--- config.mk ---
export PLATFORM = sky130hd
export DESIGN_NAME = tmr_unit
export DESIGN_NICKNAME = d
export VERILOG_FILES = /design/src/rtl/tmr_pkg.sv /design/src/rtl/tmr_gate_sync.sv /design/src/rtl/tmr_count_core.sv /design/src/rtl/tmr_flag.sv /design/src/rtl/tmr_unit.sv
export SDC_FILE = /design/constraint.sdc
export NUM_CORES = 1
export LEC_CHECK = 0
export BUFFER_PORTS_ARGS = -buffer_cell sky130_fd_sc_hd__buf_2
export CAP_MARGIN = 20
export CORE_AREA = 5 5 72 74
export CTS_CLUSTER_SIZE = 12
export DETAILED_ROUTE_END_ITERATION = 16
export DIE_AREA = 0 0 77 79
export PLACE_DENSITY_LB_ADDON = 0.3
export SYNTH_ARGS = -nofsm -noshare
export SYNTH_HDL_FRONTEND = slang
export SYNTH_SLANG_ARGS = --single-unit
--- constraint.sdc ---
create_clock -name clk -period 3.55 [get_ports clk]
set_input_delay 0.355 -clock clk [delete_from_list [all_inputs] [get_ports clk]]
set_output_delay 0.355 -clock clk [all_outputs]
set_load 0.02 [all_outputs]
--- src/rtl/tmr_pkg.sv ---
package tmr_pkg;
   typedef enum logic [1:0] {
      TM_PRESCALED = 2'd0,
      TM_CASCADE   = 2'd1,
      TM_RELOAD    = 2'd2,
      TM_HALT      = 2'd3
   } tmr_mode_e;

   // register addresses
   localparam int unsigned RA_LOW  = 0;
   localparam int unsigned RA_HIGH = 1;
   localparam int unsigned RA_CTL  = 2;

   // control byte bit positions
   localparam int unsigned CB_MODE = 0;
   localparam int unsigned CB_RUN  = 2;
   localparam int unsigned CB_GATE = 3;
   localparam int unsigned CB_FLAG = 4;
   localparam int unsigned CB_IE   = 5;
   localparam int unsigned CB_EA   = 6;
endpackage

--- src/rtl/tmr_gate_sync.sv ---
module tmr_gate_sync #(
   parameter int unsigned STAGES     = 2,
   parameter bit          ACTIVE_LOW = 1'b1
) (
   input  logic clk,
   input  logic rst_n,
   input  logic pin,
   output logic active
);
   localparam logic IDLE_LVL = ACTIVE_LOW ? 1'b1 : 1'b0;

   if (STAGES < 2) begin : g_bad_stages
      $error("tmr_gate_sync: STAGES must be at least 2");
   end

   logic [STAGES-1:0] stage_q;

   for (genvar i = 0; i < STAGES; i++) begin : g_stage
      always_ff @(posedge clk or negedge rst_n) begin
         if (!rst_n)      stage_q[i] <= IDLE_LVL;
         else if (i == 0) stage_q[i] <= pin;
         else             stage_q[i] <= stage_q[(i == 0) ? 0 : i-1];
      end
   end

   if (ACTIVE_LOW) begin : g_act_low
      assign active = ~stage_q[STAGES-1];
   end else begin : g_act_high
      assign active = stage_q[STAGES-1];
   end
endmodule

--- src/rtl/tmr_count_core.sv ---
module tmr_count_core
   import tmr_pkg::*;
#(
   parameter int unsigned BYTE_W = 8,
   parameter int unsigned PRE_W  = 5
) (
   input  logic              clk,
   input  logic              rst_n,
   input  tmr_mode_e         mode,
   input  logic              step,
   input  logic              wr_lo,
   input  logic              wr_hi,
   input  logic [BYTE_W-1:0] wdata,
   output logic [BYTE_W-1:0] lo,
   output logic [BYTE_W-1:0] hi,
   output logic              ovf
);
   localparam int unsigned FULL_W = 2 * BYTE_W;

   if (PRE_W < 1 || PRE_W >= BYTE_W) begin : g_bad_pre
      $error("tmr_count_core: PRE_W must lie in 1..BYTE_W-1");
   end

   logic [BYTE_W-1:0] lo_q, hi_q, lo_d, hi_d;
   logic [FULL_W-1:0] cat_inc;

   assign cat_inc = {hi_q, lo_q} + 1'b1;

   always_comb begin
      lo_d = lo_q;
      hi_d = hi_q;
      ovf  = 1'b0;
      if (wr_lo || wr_hi) begin
         if (wr_lo) lo_d = wdata;
         if (wr_hi) hi_d = wdata;
      end else if (step) begin
         unique case (mode)
            TM_PRESCALED: begin
               if (&lo_q[PRE_W-1:0]) begin
                  lo_d[PRE_W-1:0] = '0;
                  hi_d            = hi_q + 1'b1;
                  ovf             = &hi_q;
               end else begin
                  lo_d[PRE_W-1:0] = lo_q[PRE_W-1:0] + 1'b1;
               end
            end
            TM_CASCADE: begin
               {hi_d, lo_d} = cat_inc;
               ovf          = &{hi_q, lo_q};
            end
            TM_RELOAD: begin
               if (&lo_q) begin
                  lo_d = hi_q;
                  ovf  = 1'b1;
               end else begin
                  lo_d = lo_q + 1'b1;
               end
            end
            default: ;
         endcase
      end
   end

   always_ff @(posedge clk or negedge rst_n) begin
      if (!rst_n) begin
         lo_q <= '0;
         hi_q <= '0;
      end else begin
         lo_q <= lo_d;
         hi_q <= hi_d;
      end
   end

   assign lo = lo_q;
   assign hi = hi_q;

   // halt mode freezes the count unless software writes it
   p_halt_hold_r5: assert property (@(posedge clk) disable iff (!rst_n)
      (mode == TM_HALT && !wr_lo && !wr_hi) |=> $stable({hi_q, lo_q}));

   // in reload mode only software changes the high byte
   p_reload_keeps_high_r4: assert property (@(posedge clk) disable iff (!rst_n)
      (mode == TM_RELOAD && !wr_hi) |=> $stable(hi_q));

   // prescaled mode leaves the upper low-byte bits alone
   p_presc_upper_kept_r2: assert property (@(posedge clk) disable iff (!rst_n)
      (mode == TM_PRESCALED && !wr_lo) |=> (lo_q[BYTE_W-1:PRE_W] == $past(lo_q[BYTE_W-1:PRE_W])));

   // a write to the low byte loads the written value
   p_write_wins_r10: assert property (@(posedge clk) disable iff (!rst_n)
      wr_lo |=> (lo_q == $past(wdata)));
endmodule

--- src/rtl/tmr_flag.sv ---
module tmr_flag (
   input  logic clk,
   input  logic rst_n,
   input  logic hw_set,
   input  logic sw_wr,
   input  logic sw_val,
   input  logic ack,
   input  logic ie,
   input  logic ea,
   output logic flag,
   output logic irq
);
   logic flag_q;

   always_ff @(posedge clk or negedge rst_n) begin
      if (!rst_n)      flag_q <= 1'b0;
      else if (hw_set) flag_q <= 1'b1;
      else if (sw_wr)  flag_q <= sw_val;
      else if (ack)    flag_q <= 1'b0;
   end

   assign flag = flag_q;
   assign irq  = flag_q & ie & ea;

   // a hardware set beats any software value
   p_hw_set_wins_r11: assert property (@(posedge clk) disable iff (!rst_n)
      hw_set |=> flag_q);

   // acknowledge clears the flag when nothing else touches it
   p_ack_clears_r8: assert property (@(posedge clk) disable iff (!rst_n)
      (ack && !hw_set && !sw_wr) |=> !flag_q);
endmodule

--- src/rtl/tmr_unit.sv ---
module tmr_unit
   import tmr_pkg::*;
#(
   parameter int unsigned BYTE_W      = 8,
   parameter int unsigned PRE_W       = 5,
   parameter int unsigned ADDR_W      = 2,
   parameter int unsigned SYNC_STAGES = 2
) (
   input  logic              clk,
   input  logic              rst_n,
   input  logic              tick,
   input  logic              gate_n,
   input  logic              vec_ack,
   input  logic              wr_en,
   input  logic [ADDR_W-1:0] addr,
   input  logic [BYTE_W-1:0] wdata,
   output logic [BYTE_W-1:0] rdata,
   output logic              irq
);
   if (BYTE_W < 8) begin : g_bad_byte
      $error("tmr_unit: BYTE_W must be at least 8 to hold the control byte");
   end
   if (ADDR_W < 2) begin : g_bad_addr
      $error("tmr_unit: ADDR_W must be at least 2");
   end

   logic      wr_lo, wr_hi, wr_ctl;
   tmr_mode_e mode_q;
   logic      run_q, gate_q, ie_q, ea_q;
   logic      gate_act, cnt_en, step, ovf, flag;
   logic [BYTE_W-1:0] lo, hi, ctl_rd;

   assign wr_lo  = wr_en && (addr == ADDR_W'(RA_LOW));
   assign wr_hi  = wr_en && (addr == ADDR_W'(RA_HIGH));
   assign wr_ctl = wr_en && (addr == ADDR_W'(RA_CTL));

   always_ff @(posedge clk or negedge rst_n) begin
      if (!rst_n) begin
         mode_q <= TM_PRESCALED;
         run_q  <= 1'b0;
         gate_q <= 1'b0;
         ie_q   <= 1'b0;
         ea_q   <= 1'b0;
      end else if (wr_ctl) begin
         mode_q <= tmr_mode_e'(wdata[CB_MODE +: 2]);
         run_q  <= wdata[CB_RUN];
         gate_q <= wdata[CB_GATE];
         ie_q   <= wdata[CB_IE];
         ea_q   <= wdata[CB_EA];
      end
   end

   tmr_gate_sync #(.STAGES(SYNC_STAGES), .ACTIVE_LOW(1'b1)) u_sync (
      .clk(clk), .rst_n(rst_n), .pin(gate_n), .active(gate_act)
   );

   assign cnt_en = run_q && (!gate_q || gate_act) && (mode_q != TM_HALT);
   assign step   = tick && cnt_en;

   tmr_count_core #(.BYTE_W(BYTE_W), .PRE_W(PRE_W)) u_core (
      .clk(clk), .rst_n(rst_n), .mode(mode_q), .step(step),
      .wr_lo(wr_lo), .wr_hi(wr_hi), .wdata(wdata),
      .lo(lo), .hi(hi), .ovf(ovf)
   );

   tmr_flag u_flag (
      .clk(clk), .rst_n(rst_n), .hw_set(ovf), .sw_wr(wr_ctl),
      .sw_val(wdata[CB_FLAG]), .ack(vec_ack), .ie(ie_q), .ea(ea_q),
      .flag(flag), .irq(irq)
   );

   always_comb begin
      ctl_rd              = '0;
      ctl_rd[CB_MODE +: 2] = mode_q;
      ctl_rd[CB_RUN]      = run_q;
      ctl_rd[CB_GATE]     = gate_q;
      ctl_rd[CB_FLAG]     = flag;
      ctl_rd[CB_IE]       = ie_q;
      ctl_rd[CB_EA]       = ea_q;
   end

   always_comb begin
      unique case (addr)
         ADDR_W'(RA_LOW):  rdata = lo;
         ADDR_W'(RA_HIGH): rdata = hi;
         ADDR_W'(RA_CTL):  rdata = ctl_rd;
         default:          rdata = '0;
      endcase
   end

   // without a strobe or a byte write the count stays put
   p_idle_no_count_r7: assert property (@(posedge clk) disable iff (!rst_n)
      (!tick && !wr_lo && !wr_hi) |=> $stable({hi, lo}));

   // gating on with the pin inactive blocks counting
   p_gate_blocks_r6: assert property (@(posedge clk) disable iff (!rst_n)
      (gate_q && !gate_act && !wr_lo && !wr_hi) |=> $stable({hi, lo}));

   // no request while the global enable is off
   p_irq_needs_ea_r9: assert property (@(posedge clk) disable iff (!rst_n)
      !ea_q |-> !irq);
endmodule

==> summary.md, run 1 <==
| Metric | Value |
|---|---|
| CORE AREA | `roughly 0.0045 sq mm` |
| Leakage | `between 0.0008 and 0.0009 uW` |
| Wire per inst | `around 18 microns` |
| Worst Path Arrival | `2580 ps` |
| Num rows | `25` |
| Setup TNS | `0 ps` |
| Non-filler cells, final | `about 290` |
| Dpl cells | `around 280` |
| Fill cells | `~470` |
| Post-synth EDFFs | `0` |
| Critical R2R Capture | `u_core.hi[5]$_DFFE_PN0P_` |
| Place WS | `approximately 1200 ps` |
| Clock Sinks | `25` |
| Logic depth of the worst register-to-register path | `9` |
| GPL Wtd Cong | `0.939` |
| Detailed Route Iter0 Violations | `102` |
| Initial Utilization | `42.3%` |
| Net count, final | `256` |
| CTS Hold Bufs | `0` |
| WS Path Type | `register to register` |
| IO Count | `25` |
| CTS max path bufs | `2` |
| Run status | `finished clean` |
| Final HPWL DP | `3.85 mm` |
| Synth top area share | `30.0%` |
| TritonCTS clock tree | `built` |
| Vias | `1737` |
| Unrepaired setup endpoints after global routing | `no` |
| Mapped Area | `around 0.0019 sq mm` |
| Commonest cells after routing, fill and taps aside | `nand2_1 (25), buf_2 (24), dfrtp_1 (23)` |
| R2R Setup Slk | `~1100 ps` |
| CP Data Required Time | `between 3000 and 4000 ps` |
| Setup ws final | `1140 ps` |
| Clk_skew | `between 3 and 4 ps` |
| Synthesis-stage register bit count | `25` |
| Post-synth top flop | `dfrtp_1` |
| CP Capture Type | `register` |
| Routed wire length | `approximately 5.1 mm` |
| Diode count | `0` |
| IO Port Bufs | `24` |
| Worst-path clk slew | `approximately 100 ps` |
| Die Ht | `between 70 and 80 microns` |
| Synth area leaders | `dfrtp_1 (30%), mux2i_1 (5.2%), nand2_1 (4.9%)` |
| Max Slew Vio Count | `0` |
| Clock root buffer | `clkbuf_8` |
| Share of layout cells above drive strength 1 | `between 10% and 20%` |
| DRC | `0` |
| CTS buffer count | `3` |
| Post-synthesis cell count | `214` |
| DR pass1 iterations | `4` |
| Critical Path Source Type | `register` |
| Worst-Skew Late Latency | `270 ps` |
| Largest net degree at the start of global routing | `26` |
| Min Tclk post-route | `2410 ps` |
| Setup repair bufs after CTS | `0` |
| H-tree depth | `1` |
| Synth area leader | `dfrtp_1` |
| First-pass GRT wire length | `~8.6 mm` |
| Worst min path class | `input port to async pin` |
| Syn nets | `237` |
| CP Max Fanout | `12` |
| Power Total | `approximately 1300 uW` |
| Post-CTS sizing | `0` |
| Fraction of registers with async set/reset | `100%` |
| Pwr per Cell Area | `roughly 600 mW/mm^2` |
| Post-DR vias/cell | `just over 6` |
| Vias in the first global route | `between 1500 and 2000` |
| Max_cap viols | `0` |
| Hold slack | `a little under 70 ps` |
| GRT overflow | `0` |
| Post-DRT Antenna Nets | `0` |
| Endpoints failing hold | `0` |
| Sequential share of the synthesized area | `around a third` |
| Initial antenna violation count | `0` |
| Crit share post-route | `between 60% and 70%` |
| Yosys warns | `0` |
| Die width | `77 microns` |
| Final count of negative-setup-slack endpoints | `0` |
| Worst slew pin tran | `between 600 and 700 ps` |
| Reg2reg start | `u_core.lo[0]$_DFFE_PN0P_` |
| Synth cell types | `between 50 and 60` |
| Total GRT Usage | `between 10% and 20%` |
| Maximum VDD drop | `between 0.0002 and 0.0003 V` |
| FMAX | `between 400 and 500 MHz` |
| Slew margin rel. | `between 50 and 60%` |
| Synthesis-to-layout area growth | `9.06%` |
| Syn avg cell area | `between 8 and 9 sq um` |
| Most common cell after layout, fill and taps aside | `nand2_1` |
| Die area | `roughly 0.0061 sq mm` |
==> per-layer routing <==
layer  global-route usage (%)  vias up  routed length (microns)
met2                     27.8       56                     2430
met3                     2.49       12                      262
met4                     7.73        0                      162
met5                        0        -                        0
met1                     23.6      826                     2210
li1                         -      843                        -
==> report_power, final <==
part           internal (uW)  leakage, uW  switching [uW]
combinational            254     0.000544             325
sequential               373     0.000291             166
clock                   78.5    0.0000255            96.4
total                    706     0.000861             587
==> stage by stage <==
stage	cell area, sq um	util (%)
after global routing	2090	46.2
after floorplan	1920	-
after global placement	2050	45.1
after detailed placement	2050	45.1
final	2090	46.2
after CTS	2090	46.2
==> layout make-up <==
class                   count  area (sq um)  area share (%)
flip-flops and latches     25           628            30.0
repair buffers             24           120            5.74
clock buffers               3          41.3            1.97
multi-input cells         170          1200            57.2
well taps                  54          67.6            3.23
clock inverters             1          5.00           0.239
inverters                   9          33.8            1.61
==> cell usage after synthesis (all sizes together) (2+ instances only) <==
master and n:
a211oi 3, a21oi 12, a311oi 3, a31oi 8, a41oi 4, and3 4, buf 7, clkbuf 3
dfrtp 23, dfstp 2, ha 7, inv 9, mux2 6, mux2i 10, nand2 25, nand2b 3
nand3 11, nand3b 2, nand4 4, nor2 12, nor2b 4, nor3 5, nor4 2, o211ai 3
o21ai 15, o221a 2, o22a 5, o22ai 3, o41a 2, xor2 2
==> worst max path at each step <==
| stage | start | slack [ps] | to | depth (start not counted) |
|---|---|---|---|---|
| finish | u_core.lo[0]$_DFFE_PN0P_ | 1140 | u_core.hi[5]$_DFFE_PN0P_ | 9 |
| global route | u_core.lo[0]$_DFFE_PN0P_ | 1030 | u_core.hi[5]$_DFFE_PN0P_ | 9 |
| CTS | u_core.lo[0]$_DFFE_PN0P_ | 1180 | u_core.hi[5]$_DFFE_PN0P_ | 9 |
| detailed placement | u_core.lo[0]$_DFFE_PN0P_ | 1200 | u_core.hi[5]$_DFFE_PN0P_ | 9 |
| global placement | u_core.lo[0]$_DFFE_PN0P_ | 1280 | u_core.hi[5]$_DFFE_PN0P_ | 9 |
| floorplan | u_core.lo[0]$_DFFE_PN0P_ | 1550 | u_core.hi[0]$_DFFE_PN0P_ | 10 |
==> sequential cells by signal, summed over array words and instances, names as in the netlist <==
name and flops:
ie_q 1, ea_q 1, gate_q 1, mode_q 2
u_core.hi 8, u_sync.stage_q 2, u_flag.flag 1, u_core.lo 8
run_q 1
==> critical path, stage by stage (launching register included) <==
cell,delay [ps]
dfrtp_1,450
ha_1,270
nand3_2,190
inv_1,100
ha_1,220
mux2i_1,250
nor4_4,80
a21oi_2,400
a31oi_1,80
o221a_1,260
==> cell families after synthesis <==
logic type                 after synthesis  synth area share [%]
AOI/OAI and AO/OA                       67                  24.7
xor gates and xnor gates                 3                  1.37
adders and majority gates                7                  4.56
buffers and inverters                   19                  4.89
DFF                                     25                  32.7
muxes                                   16                  8.74
and+or+nand+nor                         77                  23.0
Note: power is estimated with default switching activity, not from simulation.
==> run 2: changes to the inputs <==
clock period = 2.3 ns   (was 3.55 ns; I/O delays follow)
==> summary.md, run 2 (synthesis results as in run 1) <==
| Metric | Value |
|---|---|
| Maximum VDD drop | `0.000373 V (+35%)` |
| IO Port Bufs | `24 (unchanged)` |
| Worst slew pin tran | `602 ps (-1.51 ps)` |
| Initial Utilization | `42.3% (unchanged)` |
| Worst-Skew Late Latency | `270 ps (about the same)` |
| Final Cell Area | `0.00214 sq mm (+2.3%)` |
| Slew margin rel. | `59.8% (+0.10 points)` |
| H-tree depth | `1 (unchanged)` |
| GPL Wtd Cong | `0.909 (-3.2%)` |
| Final count of negative-setup-slack endpoints | `0 (unchanged)` |
| CTS buffer count | `3 (unchanged)` |
| Total GRT Usage | `18.2% (+0.76 points)` |
| CP dominant cell by count | `ha_1` |
| DRC | `0 (unchanged)` |
| Num rows | `25 (unchanged)` |
| Synthesis-to-layout area growth | `11.5%` |
| Die area | `0.00608 sq mm (unchanged)` |
| Reg area | `628 sq um (unchanged)` |
| Post-CTS sizing | `0 (unchanged)` |
| CTS Hold Bufs | `1 (+1)` |
| Multi-input logic area | `0.00120 sq mm (unchanged)` |
| Crit-path cells | `ha_1 > nand3_2 > inv_1 > ha_1 > mux2i_1 > nor4_4 > a21oi_2 > buf_4 > a31oi_1 > o221a_1` |
| Worst Path Arrival | `2290 ps (-290 ps)` |
| Min Tclk post-route | `2120 ps (-289 ps)` |
| Max_cap viols | `0 (unchanged)` |
| Crit share post-route | `92.4% (+24 points)` |
| CP Max Fanout | `12 (unchanged)` |
| Pwr per Cell Area | `952 mW/mm^2 (+54%)` |
| WS Path Type | `register to register` |
| Slowest-stage cell, CP | `dfrtp_1` |
| Worst min path class | `input port to register` |
| DR pass1 iterations | `4 (unchanged)` |
| Diode count | `0 (unchanged)` |
| Most common cell after layout, fill and taps aside | `nand2_1` |
| Vias | `1737 (unchanged)` |
| Max Slew Vio Count | `0 (unchanged)` |
| First-pass GRT wire length | `8.95 mm (+4.5%)` |
| Clock root buffer | `clkbuf_8` |
| TritonCTS clock tree | `built` |
| FMAX | `471 MHz (+14%)` |
| Final HPWL DP | `3.92 mm (+1.8%)` |
| Fill cells | `460 (-1.9%)` |
| Setup repair bufs after CTS | `0 (unchanged)` |
| IO Count | `25 (unchanged)` |
| Clock Sinks | `25 (unchanged)` |
| Post-DRT Antenna Nets | `0 (unchanged)` |
| Share of layout cells above drive strength 1 | `21.4% (+1.6 points)` |
| CTS max path bufs | `2 (unchanged)` |
| CORE AREA | `0.00454 sq mm (unchanged)` |
| Setup TNS | `0 ps (unchanged)` |
| Worst-path clk slew | `90 ps (about the same)` |
| Post-Place Cell Area | `0.00208 sq mm (+1.8%)` |
| Post-DR vias/cell | `5.95 (-2.1%)` |
| Wire per inst | `17.7 microns (-0.10%)` |
| Routed wire length | `5.16 mm (+2.0%)` |
| Endpoints failing hold | `0 (unchanged)` |
| Largest net degree at the start of global routing | `26 (unchanged)` |
| CP Capture Type | `register` |
| Critical Path Source Type | `register` |
| Run status | `finished clean` |
| Critical Path Max Stage Delay | `450 ps (about the same)` |
| Die width | `77 microns (unchanged)` |
| Die Ht | `79 microns (unchanged)` |
| GRT overflow | `0 (unchanged)` |
| Vias in the first global route | `1807 (+5.4%)` |
| Unrepaired setup endpoints after global routing | `no` |
| Detailed Route Iter0 Violations | `146 (+43%)` |
| CP Data Required Time | `2470 ps (-1240 ps)` |
| Initial antenna violation count | `0 (unchanged)` |
| Net count, final | `262 (+2.3%)` |
| Clk_skew | `1.65 ps (-1.74 ps)` |
| Commonest cells after routing, fill and taps aside | `nand2_1 (25), buf_2 (24), dfrtp_1 (23)` |
| Leakage | `0.000889 uW (+3.2%)` |
-- run 2: changes by cell type in the layout (fill, tap and decap cells not counted) --
cell           delta
buf_4             +5
dlygate4sd3_1     +1
-- run 2: critical path, delay by kind of cell, from the launching register on --
kind | cells | cell delay [ps]
flip-flops | 1 | 450
adder cells (fa/ha/maj) | 2 | 480
multiplexers | 1 | 260
AND/OR/NAND/NOR | 2 | 170
AO/OA/AOI/OAI | 3 | 420
buffers and inverters | 2 | 240
-- run 2: final cells by class --
class,instances,area share (%)
tap,54,3.16
clock buffer,3,1.93
inverter,9,1.58
timing repair buffer,30,7.83
sequential,25,29.3
clock inverter,1,0.234
multi-input combinational,170,55.9
-- run 2: where the power goes --
group          total (uW)  switching (uW)  internal [uW]
clock network         273             152            121
logic                 929             508            421
registers             837             261            576
-- run 2: per-layer routing --
metal	GRT usage, %	wire length, microns
met4	7.39	166
met1	23.1	2310
met5	0	0
met2	31.2	2470
met3	2.49	217
-- run 2: through the flow --
step	instances	worst slack, ps	power, uW	hold slack, ps	utilization, %
after floorplan	214	304	1470	-65.6	-
after global placement	287	259	1750	262	46.0
after detailed placement	287	211	1770	259	46.0
after CTS	292	194	2040	42.4	47.2
after global routing	292	35.9	2210	33.1	47.2
final	292	176	2040	45.8	47.2
-- run 2: worst paths after layout --
kind                                              from                           to  slack, ps  depth (start not counted)
min in group asynchronous                        rst_n           gate_q$_DFFE_PN0P_        470                          2
max reg2reg                   u_core.lo[0]$_DFFE_PN0P_     u_core.hi[5]$_DFFE_PN0P_        180                         10
max in group asynchronous                        rst_n  u_sync.stage_q[1]$_DFF_PN1_       1460                          2
min                                             gate_n  u_sync.stage_q[0]$_DFF_PN1_         50                          1
min reg2reg                u_sync.stage_q[0]$_DFF_PN1_  u_sync.stage_q[1]$_DFF_PN1_        360                          0
max                           u_core.lo[0]$_DFFE_PN0P_     u_core.hi[5]$_DFFE_PN0P_        180                         10
==> run 3: changes to the inputs <==
RECOVER_POWER = 50   (was default)
==> summary.md, run 3 (synthesis results as in run 1) <==
| Metric | Value |
|---|---|
| Initial Utilization | `42.3% (unchanged)` |
| Worst min path class | `input port to register` |
| FMAX | `471 MHz (about the same)` |
| Routed wire length | `5.18 mm (+0.37%)` |
| Clock root buffer | `clkbuf_8` |
| Non-filler cells, final | `292 (unchanged)` |
| GRT overflow | `0 (unchanged)` |
| Max Slew Vio Count | `0 (unchanged)` |
| Post-Place Cell Area | `0.00208 sq mm (unchanged)` |
| Post-DR vias/cell | `5.95 (unchanged)` |
| Vias in the first global route | `1807 (unchanged)` |
| Clock Sinks | `25 (unchanged)` |
| Synthesis-to-layout area growth | `11.3%` |
| Setup ws final | `176 ps (+0.537 ps)` |
| Die width | `77 microns (unchanged)` |
| Pwr per Cell Area | `954 mW/mm^2 (+0.19%)` |
| Commonest cells after routing, fill and taps aside | `nand2_1 (25), dfrtp_1 (23), buf_2 (21)` |
| Min Tclk post-route | `2120 ps (-0.537 ps)` |
| Post-CTS sizing | `0 (unchanged)` |
| Slew margin rel. | `11.2% (-49 points)` |
| DRC | `0 (unchanged)` |
| Place WS | `211 ps (unchanged)` |
| Post-DRT Antenna Nets | `0 (unchanged)` |
| Detailed Route Iter0 Violations | `146 (unchanged)` |
| Worst slew pin tran | `1330 ps (+730 ps)` |
| Worst-path clk slew | `90 ps (about the same)` |
| Final Cell Area | `0.00214 sq mm (-0.18%)` |
| Wire per inst | `17.7 microns (+0.37%)` |
| Final HPWL DP | `3.92 mm (unchanged)` |
| Crit share post-route | `92.3% (about the same)` |
| CORE AREA | `0.00454 sq mm (unchanged)` |
| Worst Path Arrival | `2290 ps (about the same)` |
| Largest net degree at the start of global routing | `26 (unchanged)` |
| CP Max Fanout | `12 (unchanged)` |
| Die area | `0.00608 sq mm (unchanged)` |
| Critical Path Source Type | `register` |
| Setup TNS | `0 ps (unchanged)` |
| WS Path Type | `register to register` |
| GPL Wtd Cong | `0.909 (unchanged)` |
| Net count, final | `262 (unchanged)` |
| CP Data Required Time | `2470 ps (about the same)` |
| CTS max path bufs | `2 (unchanged)` |
| Initial antenna violation count | `0 (unchanged)` |
| Dpl cells | `287 (unchanged)` |
| Max_cap viols | `0 (unchanged)` |
| H-tree depth | `1 (unchanged)` |
| Diode count | `0 (unchanged)` |
| CTS buffer count | `3 (unchanged)` |
| Share of layout cells above drive strength 1 | `20.2% (-1.3 points)` |
| TritonCTS clock tree | `built` |
| DR pass1 iterations | `4 (unchanged)` |
| Vias | `1737 (unchanged)` |
| Unrepaired setup endpoints after global routing | `no` |
| CP Capture Type | `register` |
| Clk_skew | `1.28 ps (-0.372 ps)` |
| Setup repair bufs after CTS | `0 (unchanged)` |
| Die Ht | `79 microns (unchanged)` |
| Run status | `finished clean` |
| Power Total | `2040 uW (about the same)` |
| Leakage | `0.000878 uW (-1.2%)` |
| Maximum VDD drop | `0.000373 V (about the same)` |
| First-pass GRT wire length | `8.95 mm (unchanged)` |
| IO Count | `25 (unchanged)` |
| Most common cell after layout, fill and taps aside | `nand2_1` |
| IO Port Bufs | `24 (unchanged)` |
| Endpoints failing hold | `0 (unchanged)` |
| Final count of negative-setup-slack endpoints | `0 (unchanged)` |
| Worst-Skew Late Latency | `270 ps (about the same)` |
| Total GRT Usage | `18.2% (unchanged)` |
| Num rows | `25 (unchanged)` |
run 3: cell types whose count changed in the layout (fill, tap and decap cells not counted):
| cell | before | now |
|---|---|---|
| clkbuf_1 | 0 | 3 |
| buf_2 | 24 | 21 |
run 3: layout make-up:
class	instances	area, sq um
Fill cell	460	2400
Multi-Input combinational cell	170	1200
Sequential cell	25	628
Timing Repair Buffer	30	164
Tap cell	54	67.6
Clock buffer	3	41.3
Inverter	9	33.8
Clock inverter	1	5.00
run 3: stage by stage:
step / hold slack, ps / util, %
floorplan: -65.6 / -
CTS: 42.4 / 47.2
finish: 46.3 / 47.1
global route: 33.1 / 47.1
detailed placement: 259 / 46.0
global placement: 262 / 46.0
run 3: path summary, 6_finish.rpt:
kind,from,endpoint,slack (ps),depth (start not counted)
worst max-delay path,u_core.lo[0]$_DFFE_PN0P_,u_core.hi[5]$_DFFE_PN0P_,180,10
worst min-delay path,gate_n,u_sync.stage_q[0]$_DFF_PN1_,50,1
worst max register to register,u_core.lo[0]$_DFFE_PN0P_,u_core.hi[5]$_DFFE_PN0P_,180,10
worst min register to register,u_sync.stage_q[0]$_DFF_PN1_,u_sync.stage_q[1]$_DFF_PN1_,360,0
max in group asynchronous,rst_n,u_core.hi[5]$_DFFE_PN0P_,750,2
min in group asynchronous,rst_n,gate_q$_DFFE_PN0P_,780,2
run 3: critical path, stage by stage, from the launching register on:
cell and delay [ps]:
dfrtp_1 450, ha_1 270, nand3_2 90, inv_1 60
ha_1 210, mux2i_1 260, nor4_4 80, a21oi_2 110
buf_4 180, a31oi_1 50, o221a_1 260
run 3: repair_timing:
item                                   CTS  global route
setup endpoints to repair                0             0
endpoints found under the hold margin   23             0
hold buffers                             1             0
run 3: metal layers:
metal | vias to the layer above | track usage [%] | wire length, microns
met3 | 12 | 2.49 | 216
met4 | 0 | 7.39 | 166
met2 | 52 | 31.2 | 2480
met1 | 820 | 23.1 | 2320
li1 | 853 | - | -
met5 | - | 0 | 0
run 3: power by group:
part           total [uW]  switching (uW)  internal (uW)
combinational         929             510            419
clock                 273             152            121
sequential            837             261            576
total                2040             923           1120
